--- src/rtl/fetch_pkg.sv ---
`timescale 1ns/1ps
package fetch_pkg;
    typedef enum logic {
        PM_NOT_TAKEN = 1'b0,
        PM_DIRECTION = 1'b1
    } pred_mode_e;
endpackage

--- src/rtl/fu_predict.sv ---
`timescale 1ns/1ps
module fu_predict #(
    parameter int unsigned AW = 32
) (
    input  fetch_pkg::pred_mode_e mode,
    input  logic                  uncond,
    input  logic                  hint_en,
    input  logic                  hint,
    input  logic [AW-1:0]         br_pc,
    input  logic [AW-1:0]         br_target,
    output logic                  taken
);
    always_comb begin
        if (uncond)
            taken = 1'b1;
        else if (hint_en)
            taken = hint;
        else if (mode == fetch_pkg::PM_DIRECTION)
            taken = (br_target < br_pc);
        else
            taken = 1'b0;
    end
endmodule

--- src/rtl/fu_queue.sv ---
`timescale 1ns/1ps
module fu_queue #(
    parameter int unsigned DEPTH = 4,
    parameter int unsigned W     = 64
) (
    input  logic         clk,
    input  logic         rst_n,
    input  logic         flush,
    input  logic         push,
    input  logic [W-1:0] wdata,
    input  logic         pop,
    output logic [W-1:0] rdata,
    output logic         empty,
    output logic         full
);
    localparam int unsigned PW = (DEPTH > 1) ? $clog2(DEPTH) : 1;
    localparam int unsigned CW = $clog2(DEPTH + 1);
    localparam logic [CW-1:0] FULL_CNT = CW'(DEPTH);

    typedef struct packed {
        logic [PW-1:0] wp;
        logic [PW-1:0] rp;
        logic [CW-1:0] cnt;
    } qstate_t;

    qstate_t st_d, st_q;
    logic [W-1:0] mem_q [DEPTH];
    logic do_push, do_pop;

    assign empty   = (st_q.cnt == '0);
    assign full    = (st_q.cnt == FULL_CNT);
    assign do_push = push && !full && !flush;
    assign do_pop  = pop && !empty && !flush;
    assign rdata   = mem_q[st_q.rp];

    always_comb begin
        st_d = st_q;
        if (flush) begin
            st_d = '0;
        end else begin
            if (do_push) st_d.wp = (st_q.wp == PW'(DEPTH - 1)) ? '0 : st_q.wp + 1'b1;
            if (do_pop)  st_d.rp = (st_q.rp == PW'(DEPTH - 1)) ? '0 : st_q.rp + 1'b1;
            case ({do_push, do_pop})
                2'b10:   st_d.cnt = st_q.cnt + 1'b1;
                2'b01:   st_d.cnt = st_q.cnt - 1'b1;
                default: st_d.cnt = st_q.cnt;
            endcase
        end
    end

    always_ff @(posedge clk or negedge rst_n) begin
        if (!rst_n) st_q <= '0;
        else        st_q <= st_d;
    end

    always_ff @(posedge clk) begin
        if (do_push) mem_q[st_q.wp] <= wdata;
    end
endmodule

--- src/rtl/fetch_unit.sv ---
`timescale 1ns/1ps
module fetch_unit #(
    parameter int unsigned AW       = 32,
    parameter int unsigned IW       = 32,
    parameter int unsigned DEPTH    = 4,
    parameter logic [31:0] RESET_PC = 32'h0000_0100
) (
    input  logic          clk,
    input  logic          rst_n,
    input  logic          pred_mode,
    output logic          imem_req,
    output logic [AW-1:0] imem_addr,
    input  logic          imem_gnt,
    input  logic [IW-1:0] imem_rdata,
    output logic          q_valid,
    input  logic          q_ready,
    output logic [IW-1:0] q_instr,
    output logic [AW-1:0] q_pc,
    input  logic          dec_br_valid,
    input  logic          dec_br_uncond,
    input  logic          dec_hint_en,
    input  logic          dec_hint,
    input  logic [AW-1:0] dec_pc,
    input  logic [AW-1:0] dec_target,
    output logic          dec_pred_taken,
    input  logic          ex_valid,
    input  logic          ex_taken,
    input  logic          ex_pred_taken,
    input  logic [AW-1:0] ex_pc,
    input  logic [AW-1:0] ex_target,
    output logic          flush_dec,
    output logic          spec_active
);
    localparam int unsigned   EW  = IW + AW;
    localparam logic [AW-1:0] INC = AW'(IW / 8);

    typedef struct packed {
        logic [AW-1:0] pc;
        logic          spec;
    } fstate_t;

    fstate_t st_d, st_q;
    logic ex_miss, dec_redir, flush, q_empty, q_full, push;
    logic [AW-1:0] ex_fix_pc;
    logic [EW-1:0] q_rdata;

    fu_predict #(.AW(AW)) u_pred (
        .mode      (fetch_pkg::pred_mode_e'(pred_mode)),
        .uncond    (dec_br_uncond),
        .hint_en   (dec_hint_en),
        .hint      (dec_hint),
        .br_pc     (dec_pc),
        .br_target (dec_target),
        .taken     (dec_pred_taken)
    );

    fu_queue #(.DEPTH(DEPTH), .W(EW)) u_queue (
        .clk   (clk),
        .rst_n (rst_n),
        .flush (flush),
        .push  (push),
        .wdata ({imem_rdata, st_q.pc}),
        .pop   (q_ready),
        .rdata (q_rdata),
        .empty (q_empty),
        .full  (q_full)
    );

    assign ex_miss   = ex_valid && (ex_taken != ex_pred_taken);
    assign ex_fix_pc = ex_taken ? ex_target : ex_pc + INC;
    assign dec_redir = dec_br_valid && dec_pred_taken && !ex_miss;
    assign flush     = ex_miss || dec_redir;

    assign imem_req    = !q_full && !flush;
    assign imem_addr   = st_q.pc;
    assign push        = imem_req && imem_gnt;
    assign q_valid     = !q_empty && !flush;
    assign q_instr     = q_rdata[EW-1:AW];
    assign q_pc        = q_rdata[AW-1:0];
    assign flush_dec   = ex_miss;
    assign spec_active = st_q.spec;

    always_comb begin
        st_d = st_q;
        if (ex_miss)        st_d.pc = ex_fix_pc;
        else if (dec_redir) st_d.pc = dec_target;
        else if (push)      st_d.pc = st_q.pc + INC;

        if (ex_valid) st_d.spec = 1'b0;
        if (dec_br_valid && !dec_br_uncond && !ex_miss) st_d.spec = 1'b1;
    end

    always_ff @(posedge clk or negedge rst_n) begin
        if (!rst_n) begin
            st_q.pc   <= AW'(RESET_PC);
            st_q.spec <= 1'b0;
        end else begin
            st_q <= st_d;
        end
    end
endmodule

--- config.mk ---
export PLATFORM = sky130hd
export DESIGN_NAME = fetch_unit
export DESIGN_NICKNAME = d
export VERILOG_FILES = /design/src/rtl/fetch_pkg.sv /design/src/rtl/fu_predict.sv /design/src/rtl/fu_queue.sv /design/src/rtl/fetch_unit.sv
export SDC_FILE = /design/constraint.sdc
export NUM_CORES = 1
export LEC_CHECK = 0
export BUFFER_PORTS_ARGS = -buffer_cell sky130_fd_sc_hd__clkbuf_2
export CAP_MARGIN = 10
export CORE_ASPECT_RATIO = 1.5
export CORE_MARGIN = 2
export CORE_UTILIZATION = 55
export DETAILED_ROUTE_END_ITERATION = 6
export GPL_TIMING_DRIVEN = 0
export MAX_ROUTING_LAYER = met4
export PLACE_DENSITY = 0.8
export SLEW_MARGIN = 30
export SYNTH_ARGS = -nofsm -noshare
export SYNTH_HDL_FRONTEND = slang
export SYNTH_HIERARCHICAL = 1
export SYNTH_SLANG_ARGS = --single-unit
--- constraint.sdc ---
create_clock -name clk -period 6.2 [get_ports clk]
set_input_delay 0.93 -clock clk [delete_from_list [all_inputs] [get_ports clk]]
set_output_delay 0.93 -clock clk [all_outputs]
set_load 0.1 [all_outputs]
# After elaboration in Yosys (flattened, before gate mapping)
# Memories as Yosys holds them, arrays and structs flattened.
# Cells that the tools add are included.
# totals
output_inout_bits	101
register_bits	40
mem_bits_rw	256
wordCells	60
memories	1
in_bits	172
# mem_list
memory	depth	width	read_ports	rd_clocked_by_memory_dff	write_ports	line_no	text
u_queue.mem_q	4	64	1	0	1	fu_queue.sv:27	logic [W-1:0] mem_q [DEPTH];
# classes
add_sub_neg	6
n_eq_ne	6
muxes	17
n_reduce_logical	24
order_cmp	1
# op_table
cell	count
$mux W32	4
$add A32 B3 Y32 const B	2
$lt A32 B32 Y1	1
$logic_and A1 B1 Y1	12
$mux W2	4
$mux W1	7
$mux W7	1
$eq A2 B2 Y1 const B	3
$pmux W3 S2	1
$reduce_bool A2 Y1	3
$reduce_bool A3 Y1	2
$logic_not A1 Y1	5
$add A2 B1 Y2 const B	2
$add A3 B1 Y3 const B	1
$eq A3 B3 Y1 const B	1
$logic_not A3 Y1	1
$sub A3 B1 Y3 const B	1
$eq A2 B1 Y1 const B	1
$logic_or A1 B1 Y1	1
$ne A1 B1 Y1	1

# Longest topological paths before layout
# Gate-level depths: netlist of the first run.
# logic_depth
word_depth	15
ltp_mapped	20

# Modules after synthesis
# The synthesis of the first run kept the hierarchy.
# modules_own_cells
module	seq_area_each_um2	area_each_um2	cells_each	n_inst
fu_queue	7862.5	9821.9	401	1
fetch_unit	827.0	3219.3	421	1
fu_predict	0.0	815.8	112	1

# Worst setup path before layout of the first run
# No wires, ideal clock.
# synth_timing
kind	in2reg
startpoint	in dec_pc[14]
endpoint	mem u_queue.mem_q[0][0] (enable)
setup_ns	0.546
n_path_buf	3
cell_stages	15
required_ns	5.654
setup_slack_ns	-0.171
t_arrival_ns	5.825
path_cell_list	inv_1 ha_1 nand4_1 nor3_1 a221oi_1 o211ai_1 a31oi_1 and2_1 clkbuf_1 nor2_2 inv_1 buf_2 clkbuf_1 nor3_1 and2_1
# synth_between
elab_chain_len	14
# synth_rtl
item	line_no	text
start, declared	fetch_unit.sv:23	input logic [AW-1:0] dec_pc,
$lt A32 B32 Y1 *	fu_predict.sv:19	taken = (br_target < br_pc);
$mux W1 *	fu_predict.sv:18	else if (mode == fetch_pkg::PM_DIRECTION)
$mux W1 *	fu_predict.sv:16	else if (hint_en)
$mux W1 *	fu_predict.sv:14	if (uncond)
via dec_pred_taken	fetch_unit.sv:25	output logic dec_pred_taken,
$logic_and A1 B1 Y1 * (2 in a row)	fetch_unit.sv:71	assign dec_redir = dec_br_valid && dec_pred_taken && !ex_miss;
$logic_or A1 B1 Y1 *	fetch_unit.sv:72	assign flush = ex_miss || dec_redir;
via flush	fetch_unit.sv:43	logic ex_miss, dec_redir, flush, q_empty, q_full, push;
$logic_not A1 Y1 *	fu_queue.sv:32, fetch_unit.sv:74	
$logic_and A1 B1 Y1	fetch_unit.sv:74	assign imem_req = !q_full && !flush;
$logic_and A1 B1 Y1	fetch_unit.sv:76	assign push = imem_req && imem_gnt;
$logic_and A1 B1 Y1	fu_queue.sv:32	assign do_push = push && !full && !flush;
$logic_and A1 B1 Y1 *	fu_queue.sv:32	
$mux W1 *	fu_queue.sv:57	if (do_push) mem_q[st_q.wp] <= wdata;
$mux W1 (implied by the code) *	fu_queue.sv:57	
end, declared	fu_queue.sv:27	
# The timed path passes the listed nets; every way through them passes the cells marked *.

# Worst setup path in the final report of the first run
# layout_timing
startpoint	in dec_target[14]
endpoint	mem u_queue.mem_q[2][53] (enable)
# layout_between
elab_chain_len	14
# layout_rtl
item	line_no	text
start, declared	fetch_unit.sv:24	input logic [AW-1:0] dec_target,
$lt A32 B32 Y1	fu_predict.sv:19	
$mux W1	fu_predict.sv:18	
$mux W1	fu_predict.sv:16	
$mux W1	fu_predict.sv:14	
$logic_and A1 B1 Y1 (2 in a row)	fetch_unit.sv:71	
$logic_or A1 B1 Y1	fetch_unit.sv:72	
via flush	fetch_unit.sv:43	
$logic_not A1 Y1	fetch_unit.sv:74	
$logic_and A1 B1 Y1	fetch_unit.sv:74	
$logic_and A1 B1 Y1	fetch_unit.sv:76	
via push	fetch_unit.sv:43	
$logic_and A1 B1 Y1 (2 in a row)	fu_queue.sv:32	
$mux W1	fu_queue.sv:57	
$mux W1 (implied by the code)	fu_queue.sv:57	
# The timed path passes the listed nets, and every way through them passes these cells.

==> results of run 1 <==
## cells in the final DEF, fill, tap and decap left out, types with 9 or more instances in the layout
cell type / instances
xor2_1: 22
a21oi_1: 39
nor2_1: 53
clkbuf_16: 27
o21a_1: 10
edfxtp_1: 256
mux4_2: 64
inv_1: 46
a31oi_1: 9
o21ai_0: 26
clkbuf_2: 270
nor3_1: 18
ha_1: 37
clkbuf_1: 22
nand4_1: 25
xnor2_1: 22
dfrtp_1: 39
nand3_1: 33
nand2_1: 51
a211oi_1: 9
buf_2: 13
## logic make-up (layout without fill, tap and decap cells)
kind of cell / count (synthesis) / count (layout)
AND/OR/NAND/NOR: 239 / 239
buffers and inverters: 87 / 410
XOR/XNOR: 44 / 44
AO/OA/AOI/OAI: 159 / 159
flip-flops: 296 / 296
multiplexers: 71 / 71
adder cells (fa/ha/maj): 38 / 38
## layout make-up
| cell class | count | share of cell area |
|---|---|---|
| clock buffer | 32 | 0.0419 |
| sequential | 296 | 0.524 |
| clock inverter | 16 | 0.0103 |
| multi-input combinational | 551 | 0.289 |
| timing repair buffer | 275 | 0.0867 |
| tap | 328 | 0.0247 |
| inverter | 47 | 0.0106 |
| buffer | 40 | 0.0127 |
## per-stage QoR
step                setup TNS (ns)  hold WS, ns  utilization
finish                           0        0.407        0.665
global route                     0        0.453        0.665
CTS                              0        0.414        0.665
detailed placement               0        0.529        0.630
global placement           -327.77        0.553        0.626
floorplan                        0        0.560            -
## how the worst max path moves through the flow
| stage | start | to | slack [ns] | cells past startpoint |
|---|---|---|---|---|
| 2_1_floorplan | dec_pc[14] | u_queue/mem_q[1][0] | 0.23 | 16 |
| 3_5_place_dp | dec_target[14] | u_queue/mem_q[2][50] | 0.44 | 17 |
| 4_1_cts | dec_target[14] | u_queue/mem_q[2][22] | 0.97 | 17 |
| 3_3_place_gp | dec_target[14] | u_queue/mem_q[1][50] | -1.30 | 16 |
| 5_1_grt | dec_target[15] | u_queue/mem_q[2][7] | 0.59 | 17 |
| 6_report | dec_target[14] | u_queue/mem_q[2][53] | 0.89 | 17 |
## critical path, delay by kind of cell
family                     cells  cell delay [ns]
buffers and inverters          6             1.31
AOI/OAI and AO/OA              2             0.58
adders and majority gates      1             0.32
and+or+nand+nor                8             2.34
## power groups by stage
stage	combinational, mW	clock [mW]	sequential (mW)
floorplan	0.772	0	2.73
global placement	1.36	0	2.45
detailed placement	1.38	0	2.46
CTS	1.38	1.66	2.42
global route	1.44	1.72	2.44
finish	1.38	1.62	2.42
## flip-flops by register name, indices dropped and copies added, names as in the netlist
| register | cells |
|---|---|
| u_queue/st_q | 7 |
| spec_active | 1 |
| imem_addr | 32 |
| u_queue/mem_q | 256 |
## per-layer routing
| metal | global-route usage | vias to the layer above | routed length (um) |
|---|---|---|---|
| li1 | - | 4292 | - |
| met1 | 0.305 | 4632 | 12500 |
| met2 | 0.485 | 469 | 18600 |
| met3 | 0.0265 | 108 | 1900 |
| met4 | 0.135 | 0 | 1740 |
| met5 | - | - | 0 |
==> results.cfg, run 1 <==
[grt]
grt_max_degree = 41
antenna_found_initial = 0
first_global_vias = 9786
track_usage = 0.271
grt_pass1_wl_mm = 52.9
grt.overflow.total = 0

[cts]
post_cts_buffers = 0
postCtsResizedCells = 0
numCtsBuffers = 26
cts_hold_buf = 0
htreeDepth = 1
cts_tree = built
root_buffer = clkbuf_16
clock_latency_ns = 0.54
clk_pin_slew_ns = 0.07
cts_max_path_buffers = 3
cts.sinks = 296

[synthesis]
syn_inst = 934
synthMostInstantiatedCell = edfxtp_1
synthTopCellsByCount = edfxtp_1, mux4_2, nor2_1
synth_ff_type = edfxtp_1
synth_area_sq_um = 13900
syn_avg_cell_area_sq_um = 14.8
synth_top_family_by_area = multiplexers
ys_types = 78
synthAdderAreaFrac = 0.0349
synthSimpleGateAreaFrac = 0.0930
yosysWarningCount = 6
ys_top_cells_by_area = edfxtp_1, mux4_2, dfrtp_1
synth_edf_count = 256
syn_nets = 1144
async_flop_share = 0.135
synth.yosys.seq_area_share = 0.627
synth-seq-cells = 296
yosysTopAreaCell = edfxtp_1
synth-xor-area-share = 0.0278
netlist.area_leader.share = 0.555
synth-compound-area-share = 0.0802
synth_mux_area_frac = 0.109

[sta]
drv_slew = 0
hold_viol = 0
clock_skew_ns = 0.0180
layout_min_cycle_time_ns = 5.31
worst_slew_pin_slew_ns = 0.798
setup_viol = 0
min_period_over_period = 0.857
max-slew-margin-rel = 0.468
rsz0062_at_grt = no
worst_slack_ns = 0.886
fmax_mhz = 188

[floorplan]
io_pins = 273
die_area_sq_um = 26500
die_h_um = 198
die_w_um = 134
rows = 71
start_util = 0.555
coreArea_sq_um = 25000

[worst_setup_path]
crit_slowest_cell = and2_4
r2r-start = u_queue/st_q[1]
r2r_end = u_queue/st_q[1]
end_kind = register
cp_max_fo = 35
path_class = in -> reg
crit_required_ns = 6.43
arrival_ns = 5.54
cpPeakStageDelay_ns = 0.59
r2r_cells = 11
regToRegSetupSlack_ns = 2.84
cp-start-kind = input pin
worstPathCellList = clkbuf_2, ha_1, nand4_1, nor3_1, nand2_1, o211ai_1, a31oi_2, and2_1, clkbuf_1, nor2_2, inv_1, buf_2, nor2_1, inv_1, nor3_1, and2_4, buf_12

[drt]
firstDrtPassIters = 5
drt_iter0_drc = 696
ant_nets = 0
via_per_inst = 5.99
drc = 0
drt-wirelength-per-cell_um = 21.9
wirelength_mm = 34.7
vias = 9501

[placed_design]
dp_slack_ns = 0.435
place_inst = 1537
placed_cell_area_sq_um = 15700
place_congestion = 1.06
io_buffers = 271
hpwlAfterDp_mm = 25.6

[run]
drv_cap = 0

[power]
seq_power_share = 0.447
clockPowerShare = 0.299
switchingPower_mw = 1.89
pwr-share-comb = 0.254
p_per_area_nw_per_um2 = 327
peakVddDrop_mv = 0.180
p_leak_nw = 6.27
total_power_mw = 5.42
p_int_mw = 3.54
swShare = 0.348

[cells_and_area]
multiInputGateArea_sq_um = 4800
finalNonFillerCells = 1585
final_nets = 1447
syn_to_final_growth_pct = 19.7
drive_above_1_share = 0.339
num_antenna_cells = 0
fill_cells = 1783
fin_area_sq_um = 16600
seq_area_sq_um = 8690

[status]
status = finished clean

[hold_path]
timing.hold.worst.class = in -> async
No activity file was read; power rests on OpenSTA's default activity.
==> run 2, diff against run 1 <==
--- a/config.mk
+++ b/config.mk
@@ -7,7 +7,7 @@
 export LEC_CHECK = 0
 export BUFFER_PORTS_ARGS = -buffer_cell sky130_fd_sc_hd__clkbuf_2
 export CAP_MARGIN = 10
-export CORE_ASPECT_RATIO = 1.5
+export CORE_ASPECT_RATIO = 0.9
 export CORE_MARGIN = 2
 export CORE_UTILIZATION = 55
 export DETAILED_ROUTE_END_ITERATION = 6
==> run 2 against run 1 <==
Compared with the run above:
- worst hold slack better by 0.0072 ns
- largest power group unchanged
- critical path type unchanged
- global-route usage up 0.31 points
- non-clock buffer count unchanged
- clock skew down 0.0096 ns
- largest cell class unchanged
- combinational power about the same
==> results.cfg, run 2 (synthesized netlist as in run 1, its figures left out) <==
[sta]
finalHoldWorstSlack_ns = 0.414
worst_slack_ns = 0.948
fmax_mhz = 190
min_period_over_period = 0.847
setup_viol = 0
fin_setup_tns_ns = 0
worst_slew_pin_slew_ns = 0.816
rsz0062_at_grt = no
hold_viol = 0
max-slew-margin-rel = 0.456
layout_min_cycle_time_ns = 5.25
clock_skew_ns = 0.00843
drv_slew = 0

[cells_and_area]
num_antenna_cells = 0
largest_reg_flops = 256
drive_above_1_share = 0.344
final_cell_mix = clkbuf_2, edfxtp_1, mux4_2
fin_area_sq_um = 16700
max_flop_register = u_queue/mem_q
final_nets = 1450
syn_to_final_growth_pct = 20.9
layout_commonest_cell = clkbuf_2

[floorplan]
io_pins = 273
rows = 55
die_w_um = 171
die_area_sq_um = 26500
start_util = 0.555
coreArea_sq_um = 25000
die_h_um = 155

[power]
clockPowerShare = 0.323
swShare = 0.339
peakVddDrop_mv = 0.234
p_leak_nw = 6.35
total_power_mw = 5.62
switchingPower_mw = 1.91
p_int_mw = 3.72
p_per_area_nw_per_um2 = 336
seq_power_share = 0.432
pwr-share-comb = 0.245

[worst_setup_path]
path_class = in -> reg
cp-start-kind = input pin
cp_max_fo = 36
arrival_ns = 5.48
r2r_cells = 9
regToRegSetupSlack_ns = 2.88
critPathLaunch = dec_target[14]
crit_required_ns = 6.43
end_kind = register
r2r_end = u_queue/mem_q[2][48]
r2r-start = u_queue/st_q[1]

[drt]
drt-wirelength-per-cell_um = 21.9
via_per_inst = 5.88
wirelength_mm = 35.2
drt_iter0_drc = 808
wl_met3_mm = 2.38
dr_wl_met2_mm = 17.1
drc = 0
vias = 9441
firstDrtPassIters = 5
top_layer = met4
met1_length_mm = 14.7
ant_nets = 0

[placed_design]
place_congestion = 0.941
io_buffers = 271
placed_cell_area_sq_um = 15700
hpwlAfterDp_mm = 26.3
dp_slack_ns = 0.484

[cts]
post_cts_buffers = 0
root_buffer = clkbuf_16
cts_hold_buf = 0
postCtsResizedCells = 0
cts_tree = built
numCtsBuffers = 29
htreeDepth = 1
clk_pin_slew_ns = 0.06
cts.sinks = 296
clock_latency_ns = 0.54
cts_max_path_buffers = 3

[grt]
antenna_found_initial = 0
grt.overflow.total = 0
grt_pass1_wl_mm = 53.3
first_global_vias = 9594
grt_max_degree = 41
track_usage = 0.274

[run]
drv_cap = 0

[status]
status = finished clean

[hold_path]
timing.hold.worst.class = in -> async
==> run 2: cell types whose count changed in the layout (fill, tap and decap cells not counted), sizes merged <==
cell and delta:
clkbuf +6, bufinv +2, clkinv -2
==> run 2: cell type report <==
class | count | area (sq um)
sequential | 296 | 8690
fill | 1785 | 8230
multi-input combinational | 551 | 4800
timing repair buffer | 275 | 1440
clock buffer | 38 | 790
tap | 342 | 428
clock inverter | 16 | 218
buffer | 40 | 211
inverter | 47 | 176
==> run 2: how the worst max path moves through the flow <==
stage                           end  slack [ns]  cells past startpoint
3_3_place_gp   u_queue/mem_q[0][48]       -1.22                     16
5_1_grt        u_queue/mem_q[2][45]        0.58                     18
4_1_cts        u_queue/mem_q[2][50]        1.03                     17
3_5_place_dp   u_queue/mem_q[2][48]        0.48                     17
6_report       u_queue/mem_q[2][48]        0.95                     17
2_1_floorplan   u_queue/mem_q[1][0]        0.23                     16
==> run 2: power by group through the flow <==
stage               clock, mW  sequential (mW)  combinational [mW]
floorplan                   0             2.73               0.772
global placement            0             2.46                1.36
detailed placement          0             2.47                1.38
CTS                      1.85             2.43                1.38
global route             1.92             2.44                1.44
finish                   1.82             2.43                1.38
==> run 2: metal layers <==
layer	vias up	GRT usage
li1	4298	-
met1	4651	0.364
met3	64	0.0366
met4	0	0.0795
met2	428	0.449
met5	-	-
==> run 2: critical path, cell delays in order <==
cell and delay (ns):
clkbuf_2 0.13, ha_1 0.33, nand4_1 0.13, nor3_1 0.29
nand2_1 0.09, o211ai_1 0.34, a31oi_2 0.18, and2_1 0.16
clkbuf_1 0.24, nor2_2 0.40, inv_1 0.21, buf_2 0.24
nor2_1 0.25, inv_1 0.19, nor3_1 0.41, and2_4 0.62
buf_12 0.28
==> run 2: per-stage QoR <==
step                       util  instances
after floorplan               -        934
after detailed placement  0.630       1551
after CTS                 0.670       1605
after global routing      0.670       1605
final                     0.670       1605
after global placement    0.626       1547
==> run 3, diff against run 2 <==
==> constraint.sdc (replaced) <==
create_clock -name clk -period 5.15 [get_ports clk]
set_input_delay 0.7725 -clock clk [delete_from_list [all_inputs] [get_ports clk]]
set_output_delay 0.7725 -clock clk [all_outputs]
set_load 0.1 [all_outputs]
==> run 3 against run 2 <==
Compared with the run above:
- critical path depth did not move
- first-iteration DRC count up 7.5%
- largest cell class unchanged
- utilization is the same
- clock skew increased by 0.0082 ns
- non-clock buffer count up 2
- via count grew 1.7%
==> results.cfg, run 3 (synthesized netlist as in run 1, its figures left out) <==
[cells_and_area]
largest_reg_flops = 256
post-route-util = 0.670
drive_above_1_share = 0.344
finalNonFillerCells = 1610
layout_commonest_cell = clkbuf_2
final_nets = 1456
fill_cells = 1779
final_cell_mix = clkbuf_2, edfxtp_1, mux4_2
multiInputGateArea_sq_um = 4850
seq_area_sq_um = 8690
syn_to_final_growth_pct = 20.9
max_flop_register = u_queue/mem_q

[worst_setup_path]
end_kind = register
critPathLaunch = dec_target[14]
r2r_cells = 11
path_class = in -> reg
r2r-start = u_queue/st_q[1]
path_depth = 17
cp_max_fo = 31
arrival_ns = 5.04
cpPeakStageDelay_ns = 0.43
crit_required_ns = 5.36
crit_end = u_queue/mem_q[0][63]
worstPathCellList = clkbuf_2, ha_1, nand4_1, nor3_1, nand2_1, o211ai_1, a31oi_2, and2_1, clkbuf_1, nor2_4, inv_1, buf_2, nor2_1, inv_1, nor3_4, and2_4, buf_12
critical_path.top_delay_family = simple AND/OR/NAND/NOR gates
path_buf_inv = 6
regToRegSetupSlack_ns = 1.71
crit_slowest_cell = and2_4
critPathMostFrequentCell = inv_1
cp-start-kind = input pin
r2r_end = u_queue/st_q[1]

[sta]
worst_slack_ns = 0.318
setup_viol = 0
max-slew-margin-rel = 0.383
drv_slew = 0
finalHoldWorstSlack_ns = 0.258
rsz0062_at_grt = no
min_period_over_period = 0.938
layout_min_cycle_time_ns = 4.83
worst_slew_pin_slew_ns = 0.925
clock_skew_ns = 0.0167
hold_viol = 0
fmax_mhz = 207
fin_setup_tns_ns = 0

[cts]
htreeDepth = 1
numCtsBuffers = 28
cts.sinks = 296
cts_max_path_buffers = 3
root_buffer = clkbuf_16
clk_pin_slew_ns = 0.06
clock_latency_ns = 0.53
cts_tree = built

[grt]
grt_max_degree = 41
track_usage = 0.286
grt_pass1_wl_mm = 55.4
grt.overflow.total = 0
antenna_found_initial = 1
first_global_vias = 9711

[floorplan]
die_area_sq_um = 26500
die_w_um = 171
io_pins = 273
coreArea_sq_um = 25000
rows = 55
start_util = 0.555
die_h_um = 155

[drt]
ant_nets = 0
met1_length_mm = 14.8
drt_iter0_drc = 869
wl_met3_mm = 2.87
drt-wirelength-per-cell_um = 22.8
vias = 9603
firstDrtPassIters = 5
drc = 0
top_layer = met4
dr_wl_met2_mm = 18.2
via_per_inst = 5.96
wirelength_mm = 36.7

[hold_path]
timing.hold.worst.class = in -> async

[run]
drv_cap = 0

[placed_design]
place_congestion = 0.932
place_inst = 1551
io_buffers = 271
hpwlAfterDp_mm = 26.1
dp_slack_ns = -0.608

[status]
status = finished clean

[power]
peakVddDrop_mv = 0.227
p_leak_nw = 6.35
p_per_area_nw_per_um2 = 397
-- run 3: worst min path at each step --
stage                      startpoint  cells past startpoint               to  slack, ns
after floorplan                 rst_n                      0     imem_addr[0]       0.48
after global placement    spec_active                      2      spec_active       0.53
after detailed placement  spec_active                      2      spec_active       0.55
after CTS                       rst_n                      1    imem_addr[26]       0.28
after global routing            rst_n                      1  u_queue/st_q[1]       0.30
final                           rst_n                      1  u_queue/st_q[1]       0.26
-- run 3: layer usage --
layer	track usage	vias up
met5	-	-
met4	0.0726	0
met3	0.0404	61
met2	0.472	477
met1	0.378	4751
li1	-	4314
-- run 3: what timing repair did --
item                       in CTS  in global routing
resized for setup               1                  2
hold buffers                    0                  0
pin swaps                       4                  2
cloned                          4                  1
buffers inserted                0                  2
setup endpoints to repair     117                199
-- run 3: area by class of cell --
| cell class | count | share of cell area |
|---|---|---|
| antenna | 1 | 0.000149 |
| buffer | 40 | 0.0126 |
| clock buffer | 34 | 0.0445 |
| clock inverter | 17 | 0.0107 |
| inverter | 47 | 0.0105 |
| multi-input combinational | 556 | 0.290 |
| sequential | 296 | 0.519 |
| tap | 342 | 0.0256 |
| timing repair buffer | 277 | 0.0876 |
-- run 3: power by group --
part / internal (mW) / switching [mW] / leakage [nW]
combinational: 0.383 / 1.29 / 3.07
sequential: 2.76 / 0.167 / 2.81
clock: 1.22 / 0.825 / 0.459
-- run 3: worst reg2reg max path: stages (launching register included) --
cell and delay, ns:
dfrtp_1 0.40, buf_2 0.19, nor3b_2 0.58, nand2b_1 0.21
clkbuf_1 0.43, nor2_1 0.19, inv_1 0.27, nor2_1 0.09
nor3_1 0.21, fa_1 0.48, a31oi_1 0.15, nor4_1 0.08
-- run 3: per-stage QoR --
stage               power (mW)  area [sq um]
floorplan                 4.22         13900
global placement          4.60         15700
detailed placement        4.63         15700
CTS                       6.68         16700
global route              6.86         16700
finish                    6.65         16700
